==> src/rtl/split_i2c_pkg.sv <==
package split_i2c_pkg;
  localparam int BYTE_W = 8;
  localparam int ADDR_W = 7;
  localparam int CNT_W  = $clog2(BYTE_W + 1);

  typedef enum logic [2:0] {
    ST_IDLE,
    ST_ADDR,
    ST_REG,
    ST_DATA,
    ST_READ,
    ST_IGN
  } st_e;
endpackage

==> src/rtl/split_i2c_sync.sv <==
module split_i2c_sync #(
  parameter int STAGES = 2
) (
  input  logic clk_i,
  input  logic rst_ni,
  input  logic d_i,
  output logic lvl_o,
  output logic rise_o,
  output logic fall_o
);
  logic [STAGES-1:0] chain_q;
  logic              prev_q;

  generate
    if (STAGES == 1) begin : g_one
      always_ff @(posedge clk_i or negedge rst_ni)
        if (!rst_ni) chain_q <= '1;
        else         chain_q <= d_i;
    end else begin : g_many
      always_ff @(posedge clk_i or negedge rst_ni)
        if (!rst_ni) chain_q <= '1;
        else         chain_q <= {chain_q[STAGES-2:0], d_i};
    end
  endgenerate

  always_ff @(posedge clk_i or negedge rst_ni)
    if (!rst_ni) prev_q <= 1'b1;
    else         prev_q <= chain_q[STAGES-1];

  assign lvl_o  = chain_q[STAGES-1];
  assign rise_o = chain_q[STAGES-1] & ~prev_q;
  assign fall_o = ~chain_q[STAGES-1] & prev_q;
endmodule

==> src/rtl/split_i2c_match.sv <==
module split_i2c_match #(
  parameter int STRAP_W = 5
) (
  input  logic [STRAP_W-1:0] addr_i,
  input  logic [STRAP_W-1:0] strap_i,
  output logic               hit_o
);
  logic [STRAP_W-1:0] eq;

  for (genvar i = 0; i < STRAP_W; i++) begin : g_bit
    assign eq[i] = ~(addr_i[i] ^ strap_i[i]);
  end

  assign hit_o = &eq;
endmodule

==> src/rtl/split_i2c_slave.sv <==
module split_i2c_slave
  import split_i2c_pkg::*;
#(
  parameter int STRAP_W     = 5,
  parameter int SYNC_STAGES = 2
) (
  input  logic               clk_i,
  input  logic               rst_ni,
  input  logic               scl_i,
  input  logic               sda_i,
  output logic               sda_o,
  input  logic [STRAP_W-1:0] strap_i,
  output logic [BYTE_W-1:0]  reg_sel_o,
  output logic [BYTE_W-1:0]  reg_wdata_o,
  output logic               reg_we_o,
  input  logic [BYTE_W-1:0]  reg_rdata_i
);
  logic scl_lvl, scl_rise, scl_fall;
  logic sda_lvl, sda_rise, sda_fall;
  logic start_det, stop_det, byte_done, addr_hit;

  st_e               state_q, nxt_q;
  logic [CNT_W-1:0]  bit_cnt_q;
  logic              ack_ph_q;
  logic [BYTE_W-1:0] shreg_q, tx_q, ptr_q, wdata_q;
  logic              sda_q, we_q;

  split_i2c_sync #(.STAGES(SYNC_STAGES)) u_scl_sync (
    .clk_i, .rst_ni, .d_i(scl_i),
    .lvl_o(scl_lvl), .rise_o(scl_rise), .fall_o(scl_fall)
  );

  split_i2c_sync #(.STAGES(SYNC_STAGES)) u_sda_sync (
    .clk_i, .rst_ni, .d_i(sda_i),
    .lvl_o(sda_lvl), .rise_o(sda_rise), .fall_o(sda_fall)
  );

  // address bits 6:5 are not compared
  split_i2c_match #(.STRAP_W(STRAP_W)) u_match (
    .addr_i(shreg_q[STRAP_W:1]), .strap_i, .hit_o(addr_hit)
  );

  assign start_det = sda_fall & scl_lvl;
  assign stop_det  = sda_rise & scl_lvl;
  assign byte_done = (bit_cnt_q == CNT_W'(BYTE_W));

  always_ff @(posedge clk_i or negedge rst_ni) begin
    if (!rst_ni) begin
      state_q   <= ST_IDLE;
      nxt_q     <= ST_IGN;
      bit_cnt_q <= '0;
      ack_ph_q  <= 1'b0;
      shreg_q   <= '0;
      tx_q      <= '0;
      ptr_q     <= '0;
      wdata_q   <= '0;
      sda_q     <= 1'b1;
      we_q      <= 1'b0;
    end else begin
      we_q <= 1'b0;
      if (start_det) begin
        state_q   <= ST_ADDR;
        bit_cnt_q <= '0;
        ack_ph_q  <= 1'b0;
        sda_q     <= 1'b1;
      end else if (stop_det) begin
        state_q   <= ST_IDLE;
        bit_cnt_q <= '0;
        ack_ph_q  <= 1'b0;
        sda_q     <= 1'b1;
      end else if (scl_rise) begin
        if (!ack_ph_q && !byte_done) begin
          if (state_q inside {ST_ADDR, ST_REG, ST_DATA})
            shreg_q <= {shreg_q[BYTE_W-2:0], sda_lvl};
          if (state_q inside {ST_ADDR, ST_REG, ST_DATA, ST_READ})
            bit_cnt_q <= bit_cnt_q + CNT_W'(1);
        end else if (ack_ph_q && state_q == ST_READ) begin
          // master acknowledge decides whether another byte follows
          nxt_q <= sda_lvl ? ST_IGN : ST_READ;
        end
      end else if (scl_fall) begin
        if (ack_ph_q) begin
          ack_ph_q  <= 1'b0;
          bit_cnt_q <= '0;
          state_q   <= nxt_q;
          if (nxt_q == ST_READ) begin
            sda_q <= reg_rdata_i[BYTE_W-1];
            tx_q  <= {reg_rdata_i[BYTE_W-2:0], 1'b0};
          end else begin
            sda_q <= 1'b1;
          end
        end else if (byte_done) begin
          case (state_q)
            ST_ADDR: begin
              ack_ph_q <= 1'b1;
              if (addr_hit) begin
                sda_q <= 1'b0;
                nxt_q <= shreg_q[0] ? ST_READ : ST_REG;
              end else begin
                sda_q <= 1'b1;
                nxt_q <= ST_IGN;
              end
            end
            ST_REG: begin
              ack_ph_q <= 1'b1;
              ptr_q    <= shreg_q;
              sda_q    <= 1'b0;
              nxt_q    <= ST_DATA;
            end
            ST_DATA: begin
              ack_ph_q <= 1'b1;
              wdata_q  <= shreg_q;
              we_q     <= 1'b1;
              sda_q    <= 1'b0;
              nxt_q    <= ST_IGN;
            end
            ST_READ: begin
              ack_ph_q <= 1'b1;
              sda_q    <= 1'b1;
              nxt_q    <= ST_IGN;
            end
            default: ;
          endcase
        end else if (state_q == ST_READ && bit_cnt_q != '0) begin
          sda_q <= tx_q[BYTE_W-1];
          tx_q  <= {tx_q[BYTE_W-2:0], 1'b0};
        end
      end
    end
  end

  assign sda_o       = sda_q;
  assign reg_sel_o   = ptr_q;
  assign reg_wdata_o = wdata_q;
  assign reg_we_o    = we_q;
endmodule

==> config.mk <==
export PLATFORM = sky130hd
export DESIGN_NAME = split_i2c_slave
export DESIGN_NICKNAME = d
export VERILOG_FILES = /design/src/rtl/split_i2c_pkg.sv /design/src/rtl/split_i2c_sync.sv /design/src/rtl/split_i2c_match.sv /design/src/rtl/split_i2c_slave.sv
export SDC_FILE = /design/constraint.sdc
export NUM_CORES = 1
export LEC_CHECK = 0
export ABC_AREA = 1
export BUFFER_PORTS_ARGS = -buffer_cell sky130_fd_sc_hd__buf_2
export CORE_ASPECT_RATIO = 0.6
export CORE_MARGIN = 2
export CORE_UTILIZATION = 54
export CTS_CLUSTER_DIAMETER = 40
export DETAILED_ROUTE_END_ITERATION = 12
export PLACE_DENSITY = 0.75
export SLEW_MARGIN = 25
export SYNTH_ARGS = -nofsm -noshare
export SYNTH_HDL_FRONTEND = slang
export SYNTH_SLANG_ARGS = --single-unit
==> constraint.sdc <==
create_clock -name clk_i -period 4.35 [get_ports clk_i]
set_input_delay 1.0875 -clock clk_i [delete_from_list [all_inputs] [get_ports clk_i]]
set_output_delay 1.0875 -clock clk_i [all_outputs]
set_load 0.005 [all_outputs]
==> results.toml, run 1 <==
[sta]
finalHoldViolCount = 0
slew_viol_final = 0
max_slew_margin = 0.564
finalSetupTns_ns = 0
fin_crit_ns = 2.02
tightest_slew_ns = 0.654
finalCritPeriodShare = 0.465
setup_viol = 0
layout_setup_ws_ns = 2.33
rsz0062_at_grt = "false"
fmax_ghz = 0.494
fin_skew_ns = 0.00678

[synth]
syn_area_sq_mm = 0.00261
syn_area_per_cell_sq_um = 9.19
synth_area_leader_cell = "dfrtp_1"
synth_top_area_frac = 0.393
synth_seq_area_share = 0.483
synthCells = 284
ys_types = 29
yosys_warnings = 0
synth_seq_cells = 50
syn-num-nets = 305
synth.area.top_cells = "dfrtp_1 39%, nand2_1 12%, o21ai_2 9.7%"

[critical_path]
end_kind = "output port"
r2r_setup_slack_ns = 2.35
crit_family = "flip-flops"
crit_required_ns = 3.26
worstPathArrival_ns = 0.94
cpPeakStageDelay_ns = 0.53
worstSetupPathType = "flip-flop to output port"
path_max_fanout = 2
critical_path_buf_inv_count = 1
crit_slowest_cell = "dfstp_2"
cp_cell_sequence = "buf_2"
start_kind = "flip-flop"

[floorplan]
boundaryPins = 35
start_util = 0.566
placementRows = 19
core_sq_mm = 0.00461
die_y_um = 57.9
dieArea_sq_mm = 0.00543
fp.dieW_um = 93.8

[placed_design]
gp_congestion = 0.899
hpwl_um = 3810
placed_area_sq_mm = 0.00280
io_buffers = 34
pre_cts_slack_ns = 2.36

[layout]
area_delta_synth_final_pct = 10.5
antenna_cells = 0
layout.cells.most_common_list = "81 x nand2_1, 41 x dfrtp_1, 34 x buf_2"
drive_gt1_frac = 0.341
final_common_cell = "nand2_1"
final_area_sq_mm = 0.00289
fin_nets = 340

[cts]
clk_pin_slew_ns = 0.09
post-cts-setup-buffer-count = 0
cts_hold_buffers = 0
cts_resized = 0
root_buffer = "clkbuf_8"
cts-buffers-inserted = 5
clock_sinks = 50
clock_latency_ns = 0.30
cts_max_level = 2
clockBufferDepth = 2
cts_tree = "built"

[drt]
post-route-drc-count = 0
dr.pass1.iters = 6
num_vias = 1973
wl_per_cell_um = 13.3
totalWireLength_um = 5100
ant_nets = 0
drtIter0Drc = 144
viasPerCell = 5.15

[power_and_ir_drop]
p_sw_uw = 317
p_leak_nw = 1.41
cellPowerDensity_mw_per_mm2 = 350
ir_drop_mv = 0.237
pwr-share-comb = 0.190
switching_share = 0.314
power_frac_clock = 0.273
seqPwrFrac = 0.537
p_int_uw = 694

[global_routing]
grt_start_max_net_pins = 51
grt_first_pass_wirelength_um = 8650
grt_pass1_vias = 1832
overflow = 0
track_usage = 0.208
antenna_found_initial = 0

[job]
drv_cap = 0

[outcome]
status = "finished, final reports clean"

[min_path]
hold_class = "flip-flop to flip-flop"
==> power groups by stage <==
stage	logic [mW]	clock network, mW	registers (mW)
finish	0.192	0.276	0.543
global route	0.220	0.302	0.548
CTS	0.193	0.280	0.543
detailed placement	0.192	0	0.550
global placement	0.185	0	0.549
floorplan	0.143	0	0.541
==> cell families (layout without fill, tap and decap cells) <==
family,count (synthesis),in the layout,synth area share
AOI/OAI and AO/OA,44,44,0.132
xor gates and xnor gates,1,1,0.00335
adders and majority gates,4,4,0.0192
buffers and inverters,40,76,0.0771
DFF,50,50,0.483
muxes,6,6,0.0230
and+or+nand+nor,139,139,0.262
==> flip-flops by register name, summed over array words and instances, names as in the netlist <==
| signal | count |
|---|---|
| ack_ph_q | 1 |
| bit_cnt_q | 4 |
| nxt_q | 3 |
| reg_sel_o | 8 |
| reg_wdata_o | 8 |
| reg_we_o | 1 |
| sda_o | 1 |
| shreg_q | 8 |
| state_q | 3 |
| tx_q | 7 |
| u_scl_sync.chain_q | 2 |
| u_scl_sync.prev_q | 1 |
| u_sda_sync.chain_q | 2 |
| u_sda_sync.prev_q | 1 |
==> final cells by class <==
cell class / count / area [sq um]
multi-input combinational: 194 / 1150
clock inverter: 1 / 5.00
inverter: 33 / 129
fill: 404 / 1730
tap: 63 / 78.8
sequential: 50 / 1260
clock buffer: 7 / 86.3
timing repair buffer: 35 / 178
==> routing by layer <==
layer / GRT usage / routed length, um
met1: 0.335 / 2620
met2: 0.278 / 2110
met3: 0.0494 / 350
met4: 0.0580 / 21
met5: 0 / 0
==> Yosys cell counts <==
master     n
nor3_1     3
o211ai_1   1
clkinv_4   1
o21ai_2   29
ha_1       4
nand3_1   18
nand2_4    1
nor2_2     2
a21oi_1    3
nand4_4    2
or2_2      2
nand4_1    4
inv_1     26
o21bai_1   1
buf_2      1
buf_6      6
nor2_4     3
dfstp_2    9
o21ai_0    6
dfrtp_1   41
nand3_2    6
nand2_2    5
nor2_1    12
o21ai_1    3
inv_2      6
mux2i_1    6
a21oi_4    1
xnor2_1    1
nand2_1   81
==> worst paths after layout <==
path                                            start                     to  depth (start not counted)
worst max-delay path                            sda_o                  sda_o                          1
worst min-delay path            u_scl_sync.chain_q[0]  u_scl_sync.chain_q[1]                          0
worst max register to register               ack_ph_q             state_q[0]                          4
worst min register to register  u_scl_sync.chain_q[0]  u_scl_sync.chain_q[1]                          0
max in group asynchronous                      rst_ni         reg_wdata_o[0]                          2
min in group asynchronous                      rst_ni         reg_wdata_o[4]                          2
==> stage by stage <==
stage / util / hold slack [ns] / cells / power [mW]
final: 0.626 / 0.359 / 383 / 1.01
after detailed placement: 0.606 / 0.349 / 375 / 0.742
after floorplan: - / 0.345 / 284 / 0.684
after global placement: 0.606 / 0.347 / 375 / 0.735
after global routing: 0.626 / 0.368 / 383 / 1.07
after CTS: 0.626 / 0.362 / 383 / 1.02
Power figures use the tool's default switching activity.
==> inputs of run 2 (changes only) <==
--- a/config.mk
+++ b/config.mk
@@ -5,14 +5,14 @@
 export SDC_FILE = /design/constraint.sdc
 export NUM_CORES = 1
 export LEC_CHECK = 0
-export ABC_AREA = 1
+export ABC_AREA = 0
 export BUFFER_PORTS_ARGS = -buffer_cell sky130_fd_sc_hd__buf_2
 export CORE_ASPECT_RATIO = 0.6
 export CORE_MARGIN = 2
 export CORE_UTILIZATION = 54
 export CTS_CLUSTER_DIAMETER = 40
 export DETAILED_ROUTE_END_ITERATION = 12
-export PLACE_DENSITY = 0.75
+export PLACE_DENSITY = 0.76
 export SLEW_MARGIN = 25
 export SYNTH_ARGS = -nofsm -noshare
 export SYNTH_HDL_FRONTEND = slang
==> constraint.sdc (replaced) <==
create_clock -name clk_i -period 2.1 [get_ports clk_i]
set_input_delay 0.525 -clock clk_i [delete_from_list [all_inputs] [get_ports clk_i]]
set_output_delay 0.525 -clock clk_i [all_outputs]
set_load 0.005 [all_outputs]
==> run 2 against run 1 <==
Effect of this change:
- register-to-register slack got worse by 2.3 ns
- total power is 110% higher
- synthesized cell count down 31%
- critical path depth up 7
- wire length down 9.1%
- non-clock buffer count is 15 higher
- final cell count decreased by 20%
- worst setup slack lost 2.3 ns
- largest cell class unchanged
==> results.toml, run 2 <==
[cts]
cts_hold_buffers = 0
cts_tree = "built"
root_buffer = "clkbuf_8"
cts_max_level = 2
clock_latency_ns = 0.31
clock_sinks = 50
clk_pin_slew_ns = 0.10
clockBufferDepth = 2
cts-buffers-inserted = 5

[critical_path]
reg2reg_from = "bit_cnt_q[1]"
cp-startpoint = "bit_cnt_q[1]"
worstPathArrival_ns = 2.24
end_kind = "flip-flop"
crit_required_ns = 2.31
worstSetupPathType = "flip-flop to flip-flop"
start_kind = "flip-flop"
path_max_fanout = 4

[floorplan]
core_sq_mm = 0.00414
dieArea_sq_mm = 0.00493
die_y_um = 55.2
start_util = 0.570
fp.dieW_um = 89.4
placementRows = 18
boundaryPins = 35

[placed_design]
gp_congestion = 0.837
pre_cts_slack_ns = 0.0543
io_buffers = 34
dp.cells = 291
hpwl_um = 3290
placed_area_sq_mm = 0.00265

[synth]
synth_seq_area_share = 0.535
yosys_warnings = 0
synth_edf_count = 0
synth_area_leader_cell = "dfrtp_1"
syn_area_per_cell_sq_um = 12.0
yosys.cell_count.top_type = "dfrtp_1"
synth.area.top_cells = "dfrtp_1 43%, mux2_2 11%, dfstp_2 10%"
synthCells = 196
ys_types = 48
synth_top_area_frac = 0.435
syn_area_sq_mm = 0.00236
synthArstFlopShare = 1.00
syn-num-nets = 217
synth_commonest_cells = "41 x dfrtp_1, 24 x mux2_2, 16 x nand2_1"
ys.flop_type = "dfrtp_1"
synth_seq_cells = 50

[layout]
final_common_cell = "dfrtp_1"
drive_gt1_frac = 0.423
area_delta_synth_final_pct = 20.2
fin_nets = 266
layout.cells.most_common_list = "41 x dfrtp_1, 34 x buf_2, 23 x mux2_2"
final_area_sq_mm = 0.00284
antenna_cells = 0
stdcell_count = 306
final_util = 0.685

[power_and_ir_drop]
switching_share = 0.275
cellPowerDensity_mw_per_mm2 = 763
p_int_mw = 1.57
ir_drop_mv = 0.439
power_frac_clock = 0.328
pwr-share-comb = 0.136
p_sw_uw = 595
total_power_mw = 2.16
p_leak_nw = 1.41
seqPwrFrac = 0.536

[sta]
fin_crit_ns = 2.03
fmax_ghz = 0.493
finalHoldViolCount = 0
layout_setup_ws_ns = 0.0700
slew_viol_final = 0
timing.hold.ws_ns = 0.159
tightest_slew_ns = 0.487
finalCritPeriodShare = 0.967
setup_viol = 0
max_slew_margin = 0.675
finalSetupTns_ns = 0
fin_skew_ns = 0.00841

[global_routing]
grt_pass1_vias = 1417
overflow = 0
grt_first_pass_wirelength_um = 7380
grt_start_max_net_pins = 30
track_usage = 0.200
antenna_found_initial = 0

[drt]
num_vias = 1659
dr.pass1.iters = 4
drtIter0Drc = 129
post-route-drc-count = 0
wl_per_cell_um = 15.2
viasPerCell = 5.42
totalWireLength_um = 4640
ant_nets = 0

[job]
drv_cap = 0

[min_path]
hold_class = "primary input to asynchronous set/reset pin"

[outcome]
status = "finished, final reports clean"
-- run 2: cell count changes after synthesis, moves of 6 or more --
cell and delta:
o21ai_2 -29, mux2_2 +24, xnor2_1 +7, nand3_2 -6
inv_1 -17, nand3_1 -14, inv_2 -6, nand2_1 -65
-- run 2: power by group through the flow --
stage	Sequential [mW]	Combinational, mW	Clock [mW]
finish	1.16	0.295	0.709
global route	1.18	0.328	0.767
CTS	1.16	0.286	0.723
detailed placement	1.18	0.284	0
global placement	1.17	0.274	0
floorplan	1.13	0.207	0
-- run 2: critical path, stage by stage (launching register included) --
cell and delay, ns:
dfrtp_1 0.41, inv_1 0.09, ha_1 0.15, and2b_2 0.16, nand3b_1 0.14, nor3_4 0.26, buf_12 0.15, nand4_2 0.22
mux2_2 0.34
-- run 2: routing by layer --
metal | share of wire | track usage | wire length [um]
met1 | 0.52 | 0.335 | 2410
met2 | 0.42 | 0.248 | 1940
met3 | 0.050 | 0.0538 | 230
met4 | 0.014 | 0.0576 | 65
met5 | 0 | 0 | 0
-- run 2: logic make-up (layout without fill, tap and decap cells) --
logic type	Yosys count	in the layout	synth area share
AND/OR/NAND/NOR	51	52	0.135
flip-flops	50	50	0.535
multiplexers	32	32	0.151
AO/OA/AOI/OAI	31	31	0.0874
buffers and inverters	18	67	0.0344
XOR/XNOR	10	10	0.0371
adder cells (fa/ha/maj)	4	4	0.0212
-- run 2: timing repair --
item	4_1_cts	5_1_grt
endpoints found under the hold margin	0	0
setup endpoints to repair	0	22
setup buffers	0	6
gates resized for setup	0	2
-- run 2: path summary, 6_finish.rpt --
kind	end	slack, ns	cells past startpoint
setup reg to reg	reg_wdata_o[7]	0.07	8
max in group asynchronous	nxt_q[2]	1.35	2
hold / removal	shreg_q[0]	0.16	1
hold reg to reg	u_scl_sync.chain_q[1]	0.36	0
min in group clk_i	u_sda_sync.chain_q[0]	0.30	1
setup / recovery	reg_wdata_o[7]	0.07	8
-- run 2: cell type report --
cell class | count | area (sq um)
fill | 338 | 1310
sequential | 50 | 1260
clock buffer | 5 | 68.8
tap | 60 | 75.1
timing repair buffer | 50 | 315
multi-input combinational | 129 | 1030
clock inverter | 3 | 48.8
inverter | 9 | 33.8
